$ cat src/rtl/spi_be_pkg.sv
package spi_be_pkg;

    localparam int ADDR_W  = 11;
    localparam int CMD_W   = 16;
    localparam int TURN_W  = 2;
    localparam int BE_W    = 4;
    localparam int DATA_W  = 32;
    localparam int BYTE_W  = 8;
    localparam int WADDR_W = ADDR_W - 2;
    localparam int RAW_W   = CMD_W - TURN_W;
    localparam int FRAME_W = CMD_W + DATA_W;
    localparam int CNT_W   = $clog2(FRAME_W + 1);
    localparam int POS_W   = $clog2(DATA_W);

    typedef struct packed {
        logic               write;
        logic [ADDR_W-1:0]  addr;
        logic [2:0]         nbytes;
        logic [DATA_W-1:0]  wdata;
    } acc_req_t;

    typedef enum logic {
        ST_IDLE,
        ST_XFER
    } ctl_state_e;

    function automatic logic size_legal(input logic [2:0] n);
        return (n == 3'd1) || (n == 3'd2) || (n == 3'd4);
    endfunction

    function automatic logic [BE_W-1:0] lane_mask(input logic [1:0] lo,
                                                  input logic [2:0] n);
        logic [BE_W-1:0] m;
        case (n)
            3'd1:    m = BE_W'(1) << lo;
            3'd2:    m = lo[1] ? 4'b1100 : 4'b0011;
            default: m = 4'b1111;
        endcase
        return m;
    endfunction

    function automatic logic [CMD_W-1:0] build_cmd(input acc_req_t r);
        logic [RAW_W-1:0] raw;
        raw = '0;
        raw[BE_W +: WADDR_W] = r.addr[ADDR_W-1:2];
        raw[BE_W-1:0]        = lane_mask(r.addr[1:0], r.nbytes);
        raw[RAW_W-1]         = r.write;
        return {raw, TURN_W'(0)};
    endfunction

endpackage

$ cat src/rtl/spi_be_cmdgen.sv
module spi_be_cmdgen
    import spi_be_pkg::*;
(
    input  acc_req_t            req_i,
    output logic [FRAME_W-1:0]  frame_o,
    output logic [CNT_W-1:0]    nbits_o,
    output logic                ok_o
);

    always_comb begin
        frame_o = '0;
        frame_o[FRAME_W-1 -: CMD_W] = build_cmd(req_i);
        if (req_i.write) begin
            for (int k = 0; k < BE_W; k++) begin
                frame_o[DATA_W-1-BYTE_W*k -: BYTE_W] = req_i.wdata[BYTE_W*k +: BYTE_W];
            end
        end
    end

    assign nbits_o = CNT_W'(CMD_W + BYTE_W * int'(req_i.nbytes));
    assign ok_o    = size_legal(req_i.nbytes);

endmodule

$ cat src/rtl/spi_be_clkdiv.sv
module spi_be_clkdiv #(
    parameter int HALF_DIV = 2
) (
    input  logic clk,
    input  logic rst,
    input  logic run,
    input  logic restart,
    output logic tick
);

    generate
        if (HALF_DIV <= 1) begin : g_direct
            assign tick = run;
        end else begin : g_count
            localparam int DIV_W = $clog2(HALF_DIV);
            localparam logic [DIV_W-1:0] LAST = DIV_W'(HALF_DIV - 1);
            logic [DIV_W-1:0] cnt;

            always_ff @(posedge clk) begin
                if (rst || restart || !run) begin
                    cnt <= '0;
                end else if (cnt == LAST) begin
                    cnt <= '0;
                end else begin
                    cnt <= cnt + 1'b1;
                end
            end

            assign tick = run && (cnt == LAST);
        end
    endgenerate

endmodule

$ cat src/rtl/spi_be_shifter.sv
module spi_be_shifter
    import spi_be_pkg::*;
(
    input  logic               clk,
    input  logic               rst,
    input  logic               start,
    input  logic [FRAME_W-1:0] frame,
    input  logic [CNT_W-1:0]   nbits,
    input  logic               tick,
    input  logic               miso,
    output logic               sclk,
    output logic               cs_n,
    output logic               mosi,
    output logic               fin,
    output logic [DATA_W-1:0]  rx_data
);

    logic [FRAME_W-1:0] sh_q;
    logic [CNT_W-1:0]   idx_q;
    logic [CNT_W-1:0]   last_q;
    logic [POS_W-1:0]   rel;
    logic [POS_W-1:0]   rx_pos;
    logic               in_data;

    assign rel     = POS_W'(idx_q - CNT_W'(CMD_W));
    assign rx_pos  = {rel[POS_W-1:3], ~rel[2:0]};
    assign in_data = (idx_q >= CNT_W'(CMD_W));
    assign mosi    = sh_q[FRAME_W-1];
    assign fin     = !cs_n && tick && sclk && (idx_q == last_q);

    always_ff @(posedge clk) begin
        if (rst) begin
            cs_n    <= 1'b1;
            sclk    <= 1'b0;
            sh_q    <= '0;
            idx_q   <= '0;
            last_q  <= '0;
            rx_data <= '0;
        end else if (start) begin
            cs_n    <= 1'b0;
            sclk    <= 1'b0;
            sh_q    <= frame;
            idx_q   <= '0;
            last_q  <= nbits - 1'b1;
            rx_data <= '0;
        end else if (!cs_n && tick) begin
            if (!sclk) begin
                sclk <= 1'b1;
                if (in_data) begin
                    rx_data[rx_pos] <= miso;
                end
            end else begin
                sclk <= 1'b0;
                if (idx_q == last_q) begin
                    cs_n <= 1'b1;
                end else begin
                    idx_q <= idx_q + 1'b1;
                    sh_q  <= {sh_q[FRAME_W-2:0], 1'b0};
                end
            end
        end
    end

endmodule

$ cat src/rtl/spi_be_regmaster.sv
module spi_be_regmaster
    import spi_be_pkg::*;
#(
    parameter int HALF_DIV = 2
) (
    input  logic              clk,
    input  logic              rst,
    input  logic              req_valid,
    input  logic              req_write,
    input  logic [10:0]       req_addr,
    input  logic [2:0]        req_size,
    input  logic [31:0]       req_wdata,
    output logic              busy,
    output logic              done,
    output logic              err,
    output logic [31:0]       rdata,
    output logic              sclk,
    output logic              cs_n,
    output logic              mosi,
    input  logic              miso
);

    acc_req_t            req;
    logic [FRAME_W-1:0]  frame;
    logic [CNT_W-1:0]    nbits;
    logic                size_ok;
    ctl_state_e          state_q;
    logic                wr_q;
    logic                idle;
    logic                start;
    logic                tick;
    logic                fin;
    logic [DATA_W-1:0]   rx_data;

    assign req.write  = req_write;
    assign req.addr   = req_addr;
    assign req.nbytes = req_size;
    assign req.wdata  = req_wdata;

    assign idle  = (state_q == ST_IDLE);
    assign start = idle && req_valid && size_ok;
    assign busy  = !idle;

    spi_be_cmdgen u_cmdgen (
        .req_i   (req),
        .frame_o (frame),
        .nbits_o (nbits),
        .ok_o    (size_ok)
    );

    spi_be_clkdiv #(.HALF_DIV(HALF_DIV)) u_clkdiv (
        .clk     (clk),
        .rst     (rst),
        .run     (!cs_n),
        .restart (start),
        .tick    (tick)
    );

    spi_be_shifter u_shifter (
        .clk     (clk),
        .rst     (rst),
        .start   (start),
        .frame   (frame),
        .nbits   (nbits),
        .tick    (tick),
        .miso    (miso),
        .sclk    (sclk),
        .cs_n    (cs_n),
        .mosi    (mosi),
        .fin     (fin),
        .rx_data (rx_data)
    );

    always_ff @(posedge clk) begin
        if (rst) begin
            state_q <= ST_IDLE;
            wr_q    <= 1'b0;
            done    <= 1'b0;
            err     <= 1'b0;
            rdata   <= '0;
        end else begin
            done <= fin;
            err  <= idle && req_valid && !size_ok;
            case (state_q)
                ST_IDLE: begin
                    if (start) begin
                        state_q <= ST_XFER;
                        wr_q    <= req_write;
                    end
                end
                ST_XFER: begin
                    if (fin) begin
                        state_q <= ST_IDLE;
                        if (!wr_q) begin
                            rdata <= rx_data;
                        end
                    end
                end
                default: state_q <= ST_IDLE;
            endcase
        end
    end

endmodule

$ cat config.mk
export PLATFORM = sky130hd
export DESIGN_NAME = spi_be_regmaster
export DESIGN_NICKNAME = d
export VERILOG_FILES = /design/src/rtl/spi_be_pkg.sv /design/src/rtl/spi_be_cmdgen.sv /design/src/rtl/spi_be_clkdiv.sv /design/src/rtl/spi_be_shifter.sv /design/src/rtl/spi_be_regmaster.sv
export SDC_FILE = /design/constraint.sdc
export NUM_CORES = 1
export LEC_CHECK = 0
export BUFFER_PORTS_ARGS = -buffer_cell sky130_fd_sc_hd__buf_2
export CORE_AREA = 2 2 133 135
export CTS_CLUSTER_DIAMETER = 30
export DETAILED_ROUTE_END_ITERATION = 16
export DIE_AREA = 0 0 135 137
export MAX_ROUTING_LAYER = met4
export PLACE_DENSITY = 0.61
export SETUP_SLACK_MARGIN = 0.3
export SLEW_MARGIN = 20
export SYNTH_ARGS = -nofsm -noshare
export SYNTH_HDL_FRONTEND = slang
export SYNTH_SLANG_ARGS = --single-unit
$ cat constraint.sdc
create_clock -name clk -period 3.35 [get_ports clk]
set_clock_uncertainty 0.2 [all_clocks]
set_input_delay 0.8375 -clock clk [delete_from_list [all_inputs] [get_ports clk]]
set_output_delay 0.8375 -clock clk [all_outputs]
set_load 0.05 [all_outputs]
==> metrics.txt, run 1 <==
Main synth FF type=dfxtp_1; Final TNS setup=0 ps; post-DR vias/cell=5.472; worst vdd ir=0.0003793 V; final WL=15380 um; CP Max Fanout=49; maxcap violations=0; Worst Tran Pin Value=855.6 ps; Die ar.=18500 um2; Total GRT Usage=0.1728; Synth Instances=688; Required @ worst endpoint=3460 ps; global-route wire length before repair=25230 um; setup violators final=0; fin crit period=2781 ps; slowest stage cell, crit path=o2111a_2; Max Freq=359.6 MHz; remaining routing DRC violations=0; Nets=783; PortBufs=88; share of power burned in registers=0.416; Crit. End Element=register; setup bufs post-CTS=0; kind of critical path=reg -> reg; Netlist cell types=41; Sw Ratio=0.2607; CTS Sinks=129; DIE WIDTH=135 um; final hold violation count=0; n_diodes=0; CTS tree=done; RSZ-0062 raised after global routing=no; vias in the first global route=4854; Logic pwr share=0.106; Cell Chain, Critical Path=nor4_1, o2111a_2, buf_12, o21ai_1, a311oi_1; P_int=2868 uW; # rows=48; post-DP HPWL=9038 um; num ports=89; average cell area after synthesis=8.542 um2; Post-synth EDFFs=0; PostCTS Resize Cnt=0; sequential fraction of the synthesis area=0.4394; htree depth=4; FFs w/ async S/R, synth=0; clock power share=0.478; CTS Hold Buffers Added=0; worst skew pair latency=420 ps; synth warn=0; initial antenna violation count=0; Final ANT Viol Nets=0; Num CTS Buffers=17; CP top delay family=compound AO/OA/AOI/OAI gates; Post-Syn Nets=747; FF+latch count, synth=129; power per cell area=554.1 nW/um2; final hold slack=256.6 ps; P_sw=1012 uW; Via Count=5264; period utilization=0.8300; layout cell share with drive strength beyond 1=0.2035; Startpoint Class=register; initial core utilization=0.3446; LEAKAGE=0.002665 uW; die height=137 um; CP arrival=2890 ps; CTS root buffer=clkbuf_16; Reg clk slew, reported paths=60 ps; DR iter-0 viols=357; slew margin rel.=0.4296; Slew Viols, Final=0; Core Box Area=17060 um2; gpl congestion=0.7230; fin util=0.4106; outcome=complete, no violations; grt total ovfl=0; largest net degree at the start of global routing=87; Max clock buf depth=2; Hold Crit Class=reg -> reg; number of fill cells=1716; First-pass DRT Iterations=6; CP peak stage delay=670 ps; Buf+Inv Stages, Crit Path=1; Synth Cell Area=5877 um2; Area growth syn-to-layout=19.16%; WL/cell=15.99 um
-- power groups by stage --
stage	Clock [uW]	Combinational [uW]	Sequential, uW
finish	1860	410	1620
global route	1960	451	1620
CTS	1890	412	1610
detailed placement	0	411	1650
global placement	0	408	1650
floorplan	0	295	1650
-- sequential cells by signal, summed over array words and instances (netlist names) --
register,cells
u_shifter.sh_q,48
rdata,32
u_shifter.last_q,4
u_clkdiv.g_count.cnt,1
wr_q,1
done,1
u_shifter.idx_q,6
u_shifter.cs_n,1
u_shifter.sclk,1
busy,1
u_shifter.rx_data,32
err,1
-- final timing paths --
path | start | endpoint | slack (ps) | cells after the start
worst max-delay path | u_shifter.idx_q[2] | u_shifter.sh_q[5] | 570 | 5
worst min-delay path | u_clkdiv.g_count.cnt | u_clkdiv.g_count.cnt | 260 | 1
worst max register to register | u_shifter.idx_q[2] | u_shifter.sh_q[5] | 570 | 5
worst min register to register | u_clkdiv.g_count.cnt | u_clkdiv.g_count.cnt | 260 | 1
-- metrics by stage --
step / cell area [um2] / std cells / setup WS [ps] / total power, uW
2_1_floorplan: 5877 / 688 / 869.2 / 1947
3_5_place_dp: 6405 / 930 / 510.8 / 2058
6_report: 7003 / 962 / 569.5 / 3880
3_3_place_gp: 6405 / 930 / 583.5 / 2055
4_1_cts: 7003 / 962 / 571.6 / 3920
5_1_grt: 7003 / 962 / 400.4 / 4033
-- cell usage after synthesis (6+ instances only) --
master	n	area, um2
nand2_1	10	37.54
nand4_1	64	400.4
ha_1	8	100.1
dfxtp_1	129	2582
a21oi_1	77	385.4
nor2_1	50	187.7
o21ai_1	44	220.2
mux2i_1	32	320.3
clkbuf_1	54	202.7
buf_2	16	80.08
a311oi_1	36	315.3
a311oi_2	6	90.09
nand3_1	49	245.2
inv_1	6	22.52
o21ai_0	40	200.2
-- kinds of logic after synthesis --
family	Yosys count	synth area share
compound gates	220	0.2284
xor+xnor	5	0.007451
fa+ha+maj	8	0.01703
buf+inv	92	0.07175
flops	129	0.4394
mux	32	0.05450
simple gates	202	0.1814
-- layer usage --
metal / track usage / vias to the layer above / wire [um]
li1: - / 2649 / -
met1: 0.2298 / 2450 / 7380
met2: 0.2606 / 146 / 7017
met3: 0.03111 / 19 / 767
met4: 0.06887 / 0 / 215
met5: - / - / 0
-- cells in the final DEF, fill, tap and decap left out, types with 2 or more instances in the layout --
| master | count |
|---|---|
| clkinvlp_4 | 3 |
| a311oi_2 | 6 |
| clkinv_4 | 2 |
| nand4_1 | 64 |
| buf_4 | 11 |
| clkbuf_16 | 17 |
| ha_1 | 8 |
| nor3b_1 | 2 |
| clkinv_2 | 2 |
| xnor2_1 | 5 |
| buf_12 | 4 |
| o21ai_0 | 40 |
| a221oi_1 | 2 |
| inv_6 | 2 |
| bufinv_16 | 2 |
| inv_1 | 6 |
| nor2_1 | 50 |
| nor2b_1 | 4 |
| or4_1 | 4 |
| nand2_1 | 9 |
| nand3_1 | 48 |
| or2_2 | 2 |
| mux2i_1 | 32 |
| o31ai_1 | 4 |
| a31oi_1 | 3 |
| nor3_1 | 4 |
| clkbuf_8 | 3 |
| nand2b_1 | 4 |
| buf_2 | 88 |
| o21ai_1 | 44 |
| a311oi_1 | 36 |
| dfxtp_1 | 129 |
| a211oi_1 | 3 |
| a21oi_1 | 77 |
-- layout make-up --
class / count / area (um2) / area share
clock inverter: 11 / 127.6 / 0.01822
clock buffer: 21 / 470.5 / 0.06718
timing repair buffer: 103 / 603.1 / 0.08612
inverter: 6 / 22.52 / 0.003216
multi-input combinational: 467 / 2915 / 0.4163
sequential: 129 / 2582 / 0.3688
tap: 225 / 281.5 / 0.04020
Power figures use the tool's default switching activity.
==> inputs of run 2 (changes only) <==
==> constraint.sdc (replaced) <==
create_clock -name clk -period 2.8 [get_ports clk]
set_clock_uncertainty 0.2 [all_clocks]
set_input_delay 0.7 -clock clk [delete_from_list [all_inputs] [get_ports clk]]
set_output_delay 0.7 -clock clk [all_outputs]
set_load 0.05 [all_outputs]
==> run 2 against run 1 <==
Wire length decreased by 0.23%. Critical path depth did not move. First-iteration DRC count is 7.6% lower. Clock power increased by 27%. Via count shrank 0.15%. Setup slack better by 75 ps. Global-route usage grew 0.18 points. Register-to-register slack better by 80 ps. Final cell count grew 0.10%. Die area did not move. Design area up 0.95%. Fmax is 29% higher. Critical endpoint is now u_shifter.idx_q[4]. Largest cell class unchanged.
==> metrics.txt, run 2 (synthesis results as in run 1) <==
gpl congestion=0.7514 (was 0.7230); clock power share=0.493 (was 0.478); RR Endpoint=u_shifter.idx_q[4] (was u_shifter.sh_q[5]); slowest stage cell, crit path=dfxtp_1 (was o2111a_2); global-route wire length before repair=25240 um (was 25230 um); # rows=48 (unchanged); CTS root buffer=clkbuf_16 (unchanged); CP Max Fanout=25 (was 49); n_diodes=0 (unchanged); fin cells=963 (was 962); grt total ovfl=0 (unchanged); Final ANT Viol Nets=0 (unchanged); Nets=784 (was 783); number of flip-flops in the largest register=48 (unchanged); final WL=15350 um (was 15380 um); Total GRT Usage=0.1746 (was 0.1728); met3 routed WL=764 um (was 767 um); die height=137 um (unchanged); num ports=89 (unchanged); worst vdd ir=0.0006259 V (was 0.0003793 V); PortBufs=88 (unchanged); CTS Sinks=129 (unchanged); largest net degree at the start of global routing=87 (unchanged); slew margin rel.=0.3744 (was 0.4296); Slew Viols, Final=0 (unchanged); Max Freq=464.0 MHz (was 359.6 MHz); post-DP HPWL=9039 um (was 9038 um); Die ar.=18500 um2 (unchanged); CP arrival=2310 ps (was 2890 ps); sink of the worst hold path=rdata[21] (was u_clkdiv.g_count.cnt); Required @ worst endpoint=2960 ps (was 3460 ps); number of fill cells=1760 (was 1716); Reg clk slew, reported paths=60 ps (about the same); DIE WIDTH=135 um (unchanged); Startpoint Class=register (unchanged); Logic pwr share=0.104 (was 0.106); outcome=complete, no violations (unchanged); remaining routing DRC violations=0 (unchanged); met2 wire length=6944 um (was 7017 um); Worst Tran Pin Value=936.1 ps (was 855.6 ps); post-DR vias/cell=5.458 (was 5.472); share of power burned in registers=0.403 (was 0.416); worst skew pair latency=420 ps (about the same); LEAKAGE=0.002701 uW (was 0.002665 uW); commonest non-fill, non-tap cells in the layout=129 x dfxtp_1, 88 x buf_2, 77 x a21oi_1, 64 x nand4_1, 50 x nor2_1 (unchanged); Worst Hold Path Cells=2 (was 1); layout cell share with drive strength beyond 1=0.2073 (was 0.2035); period utilization=0.7697 (was 0.8300); Num CTS Buffers=17 (unchanged); biggest regs=u_shifter.sh_q x48, rdata x32, u_shifter.rx_data x32 (unchanged); Via Count=5256 (was 5264); CTS tree=done (unchanged); Largest Register=u_shifter.sh_q (unchanged); vias in the first global route=4827 (was 4854); setup violators final=0 (unchanged); RSZ-0062 raised after global routing=no (unchanged); Core Box Area=17060 um2 (unchanged); Crit. End Element=register (unchanged); Max clock buf depth=2 (unchanged); final hold violation count=0 (unchanged); setup bufs post-CTS=0 (unchanged); leading cell type in the layout, fill and taps excluded=dfxtp_1 (unchanged); P_int=3564 uW (was 2868 uW); First-pass DRT Iterations=4 (was 6); Sw Ratio=0.2575 (was 0.2607); RR Startpoint=u_shifter.idx_q[3] (was u_shifter.idx_q[2]); initial antenna violation count=0 (unchanged); Cell Chain, Critical Path=xnor2_1, o2111a_2, buf_4, or4_1, a21oi_1 (was nor4_1, o2111a_2, buf_12, o21ai_1, a311oi_1); CP peak stage delay=590 ps (was 670 ps); Hold Crit Class=reg -> reg (unchanged); Pwr Total=4800 uW (was 3880 uW); DR iter-0 viols=330 (was 357); M1 WL=7476 um (was 7380 um); Top Layer Used=met4 (unchanged); fin util=0.4145 (was 0.4106); initial core utilization=0.3446 (unchanged); R2R depth=5 (unchanged); maxcap violations=0 (unchanged); kind of critical path=reg -> reg (unchanged); Final TNS setup=0 ps (unchanged); power per cell area=678.9 nW/um2 (was 554.1 nW/um2); dpl cells=931 (was 930); WL/cell=15.93 um (was 15.99 um); P_sw=1236 uW (was 1012 uW); hold_sp=rdata[21] (was u_clkdiv.g_count.cnt); Area growth syn-to-layout=20.29% (was 19.16%); flop2flop setup slack=640 ps (was 570 ps); fin crit period=2155 ps (was 2781 ps); htree depth=4 (unchanged)
run 2: changes by cell type in the layout (fill, tap and decap cells not counted), sizes merged:
cell / before / now
inv: 8 / 7
clkinv: 4 / 7
buf: 103 / 104
clkinvlp: 3 / 2
clkbuf: 21 / 18
bufinv: 2 / 4
run 2: critical path: cells and delay by family, from the launching register on:
kind,cells,cell delay [ps]
xor gates and xnor gates,1,210
buffers and inverters,1,220
and+or+nand+nor,1,520
AOI/OAI and AO/OA,2,330
DFF,1,590
run 2: per-layer routing:
layer / vias up / global-route usage
met2: 127 / 0.2592
met4: 0 / 0.05845
met1: 2472 / 0.2354
li1: 2645 / -
met3: 12 / 0.03889
met5: - / -
run 2: how the worst max path moves through the flow:
stage                        from            endpoint  depth (start not counted)
4_1_cts        u_shifter.idx_q[0]  u_shifter.sh_q[19]                          5
2_1_floorplan         req_size[1]  u_shifter.sh_q[47]                          7
6_report       u_shifter.idx_q[3]  u_shifter.idx_q[4]                          5
5_1_grt        u_shifter.idx_q[3]  u_shifter.sh_q[19]                          5
3_3_place_gp          req_size[0]   u_shifter.sh_q[5]                          8
3_5_place_dp          req_size[0]  u_shifter.sh_q[19]                          8
run 2: what timing repair did:
action                                  in CTS  in global routing
gates resized for setup                      0                  1
endpoints found under the setup margin       0                  1
hold buffers                                 0                  0
run 2: power by group through the flow:
stage,clock [uW],sequential [uW],combinational (uW)
2_1_floorplan,0,1980,353
3_3_place_gp,0,1970,497
3_5_place_dp,0,1970,500
4_1_cts,2410,1930,501
5_1_grt,2490,1940,550
6_report,2370,1930,499
run 2: layout make-up:
class	instances	area, um2	area share
Tap cell	225	281.5	0.03982
Clock inverter	14	186.4	0.02637
Multi-Input combinational cell	467	2922	0.4133
Clock buffer	18	439.2	0.06212
Sequential cell	129	2582	0.3653
Inverter	6	22.52	0.003186
Timing Repair Buffer	104	635.6	0.08991
run 2: through the flow:
stage	instance area [um2]	setup WS (ps)	hold WS [ps]
6_report	7069	644.7	268.5
5_1_grt	7069	438.2	283.7
4_1_cts	7063	501.2	268.2
3_5_place_dp	6437	284.6	259.6
3_3_place_gp	6437	307.8	235.0
2_1_floorplan	5877	456.7	218.6
==> inputs of run 3 (changes only) <==
--- a/config.mk
+++ b/config.mk
@@ -11,7 +11,7 @@
 export DETAILED_ROUTE_END_ITERATION = 16
 export DIE_AREA = 0 0 135 137
 export MAX_ROUTING_LAYER = met4
-export PLACE_DENSITY = 0.61
+export PLACE_DENSITY = 0.63
 export SETUP_SLACK_MARGIN = 0.3
 export SLEW_MARGIN = 20
 export SYNTH_ARGS = -nofsm -noshare
==> constraint.sdc (replaced) <==
create_clock -name clk -period 1.92 [get_ports clk]
set_clock_uncertainty 0.2 [all_clocks]
set_input_delay 0.48 -clock clk [delete_from_list [all_inputs] [get_ports clk]]
set_output_delay 0.48 -clock clk [all_outputs]
set_load 0.05 [all_outputs]
==> run 3 against run 2 <==
The run now ends with negative setup slack left. Die area unchanged. Clock power increased by 34%. Utilization increased by 11 points. Sequential power increased by 46%. Non-clock buffer count increased by 67. Clock-buffer cell count increased by 2. Wire length increased by 26%. Sequential share of layout area decreased by 6.7 points.
==> metrics.txt, run 3 (synthesis results as in run 1) <==
outcome=complete, but fails checks (was complete, no violations); failing checks=negative setup slack; Nets=851 (was 784); CTS root buffer=clkbuf_16 (unchanged); largest net degree at the start of global routing=51 (was 87); Largest Register=u_shifter.sh_q (unchanged); num ports=89 (unchanged); vias in the first global route=5532 (was 4827); setup violators final=1 (was 0); LEAKAGE=0.003270 uW (was 0.002701 uW); CP Max Fanout=7 (was 25); CTS Sinks=129 (unchanged); number of flip-flops in the largest register=48 (unchanged); biggest regs=u_shifter.sh_q x48, rdata x32, u_shifter.rx_data x32 (unchanged); Num CTS Buffers=17 (unchanged); grt total ovfl=0 (unchanged); CTS Hold Buffers Added=0 (unchanged); WL/cell=18.78 um (was 15.93 um); Startpoint Class=register (unchanged); fin crit period=1952 ps (was 2155 ps); CTS tree=done (unchanged); fin util=0.5205 (was 0.4145); pre-CTS setup slack=-341.7 ps (was 284.6 ps); maxcap violations=0 (unchanged); Die ar.=18500 um2 (unchanged); Max clock buf depth=2 (unchanged); power per cell area=833.7 nW/um2 (was 678.9 nW/um2); layout cell share with drive strength beyond 1=0.4248 (was 0.2073); final hold slack=141.6 ps (was 268.5 ps); worst skew pair latency=420 ps (about the same); PortBufs=88 (unchanged); commonest non-fill, non-tap cells in the layout=91 x dfxtp_1, 70 x o21ai_1, 64 x nand4_1, 58 x a21oi_1, 48 x buf_2 (was 129 x dfxtp_1, 88 x buf_2, 77 x a21oi_1, 64 x nand4_1, 50 x nor2_1); Required @ worst endpoint=2060 ps (was 2960 ps); Via Count=5880 (was 5256); # rows=48 (unchanged); post-DR vias/cell=5.709 (was 5.458); Hold Crit Class=in -> reg (was reg -> reg); post-DP HPWL=9787 um (was 9039 um); First-pass DRT Iterations=5 (was 4); DR iter-0 viols=566 (was 330); remaining routing DRC violations=0 (unchanged); leading cell type in the layout, fill and taps excluded=dfxtp_1 (unchanged); Core Box Area=17060 um2 (unchanged); slew margin rel.=0.5980 (was 0.3744); die height=137 um (unchanged); Worst Tran Pin Value=603.1 ps (was 936.1 ps); Reg clk slew, reported paths=60 ps (about the same); setup ws final=-31.98 ps (was 644.7 ps); Area growth syn-to-layout=51.08% (was 20.29%); RSZ-0062 raised after global routing=yes (was no); Slew Viols, Final=0 (unchanged); gpl congestion=0.7941 (was 0.7514); initial core utilization=0.3446 (unchanged); kind of critical path=reg -> reg (unchanged); Final ANT Viol Nets=0 (unchanged); final WL=19340 um (was 15350 um); global-route wire length before repair=27870 um (was 25240 um); Crit. End Element=register (unchanged); n_diodes=0 (unchanged); Total GRT Usage=0.1937 (was 0.1746); CP arrival=2090 ps (was 2310 ps); Max Freq=512.3 MHz (was 464.0 MHz); period utilization=1.017 (was 0.7697); initial antenna violation count=0 (unchanged); worst vdd ir=0.0007658 V (was 0.0006259 V); htree depth=4 (unchanged); DIE WIDTH=135 um (unchanged); final hold violation count=0 (unchanged)
==> run 3: cell count changes in the layout (fill, tap and decap cells not counted), sizes merged <==
cell	delta
inv	+2
buf	+58
bufbuf	+1
clkinv	-1
clkbuf	+10
bufinv	-3
==> run 3: metal layers <==
layer / routed length [um] / share of wire / up-vias / track usage
li1: - / - / 2789 / -
met3: 1022 / 0.053 / 28 / 0.03963
met1: 8557 / 0.44 / 2865 / 0.2442
met5: 0 / 0 / - / -
met4: 295 / 0.015 / 0 / 0.06366
met2: 9467 / 0.49 / 198 / 0.3119
==> run 3: final timing paths <==
kind                   startpoint                    to  slack [ps]  cells after the start
max reg2reg   u_shifter.last_q[2]    u_shifter.idx_q[2]         -30                      5
min reg2reg  u_clkdiv.g_count.cnt  u_clkdiv.g_count.cnt         260                      1
min                   req_addr[8]    u_shifter.sh_q[44]         140                      3
max           u_shifter.last_q[2]    u_shifter.idx_q[2]         -30                      5
==> run 3: through the flow <==
step | instance area (um2) | power [uW] | setup TNS, ps | std cells
floorplan | 6111 | 3459 | 0 | 688
global placement | 6815 | 3674 | -19430 | 956
detailed placement | 6815 | 3674 | -21300 | 956
CTS | 8069 | 7077 | 0 | 1004
global route | 8879 | 7652 | -2265 | 1030
finish | 8879 | 7402 | -31.98 | 1030
==> run 3: cell type report <==
class                           instances  area (um2)
Fill cell                            1555        8178
Multi-Input combinational cell        467        3368
Sequential cell                       129        2645
Timing Repair Buffer                  171        1967
Clock buffer                           20       478.0
Tap cell                              225       281.5
Clock inverter                         12       103.9
Inverter                                6       35.03
==> run 3: report_power, final <==
group          total, uW  internal, uW  switching (uW)
Combinational       1400           672             733
Sequential          2820          2760            56.4
Clock               3180          1920            1250
==> run 3: worst max-delay path, stage by stage, from the launching register on <==
cell,delay [ps]
dfxtp_4,360
and4_4,190
o2111a_2,330
buf_12,160
or4_1,490
a21oi_1,160
==> run 3: repair_timing <==
| action | in CTS | in global routing |
|---|---|---|
| pin swaps | 13 | 36 |
| hold endpoints to repair | 0 | 0 |
| resized for setup | 129 | 137 |
| cloned | 8 | 12 |
| setup endpoints to repair | 163 | 146 |
| buffers inserted | 8 | 14 |
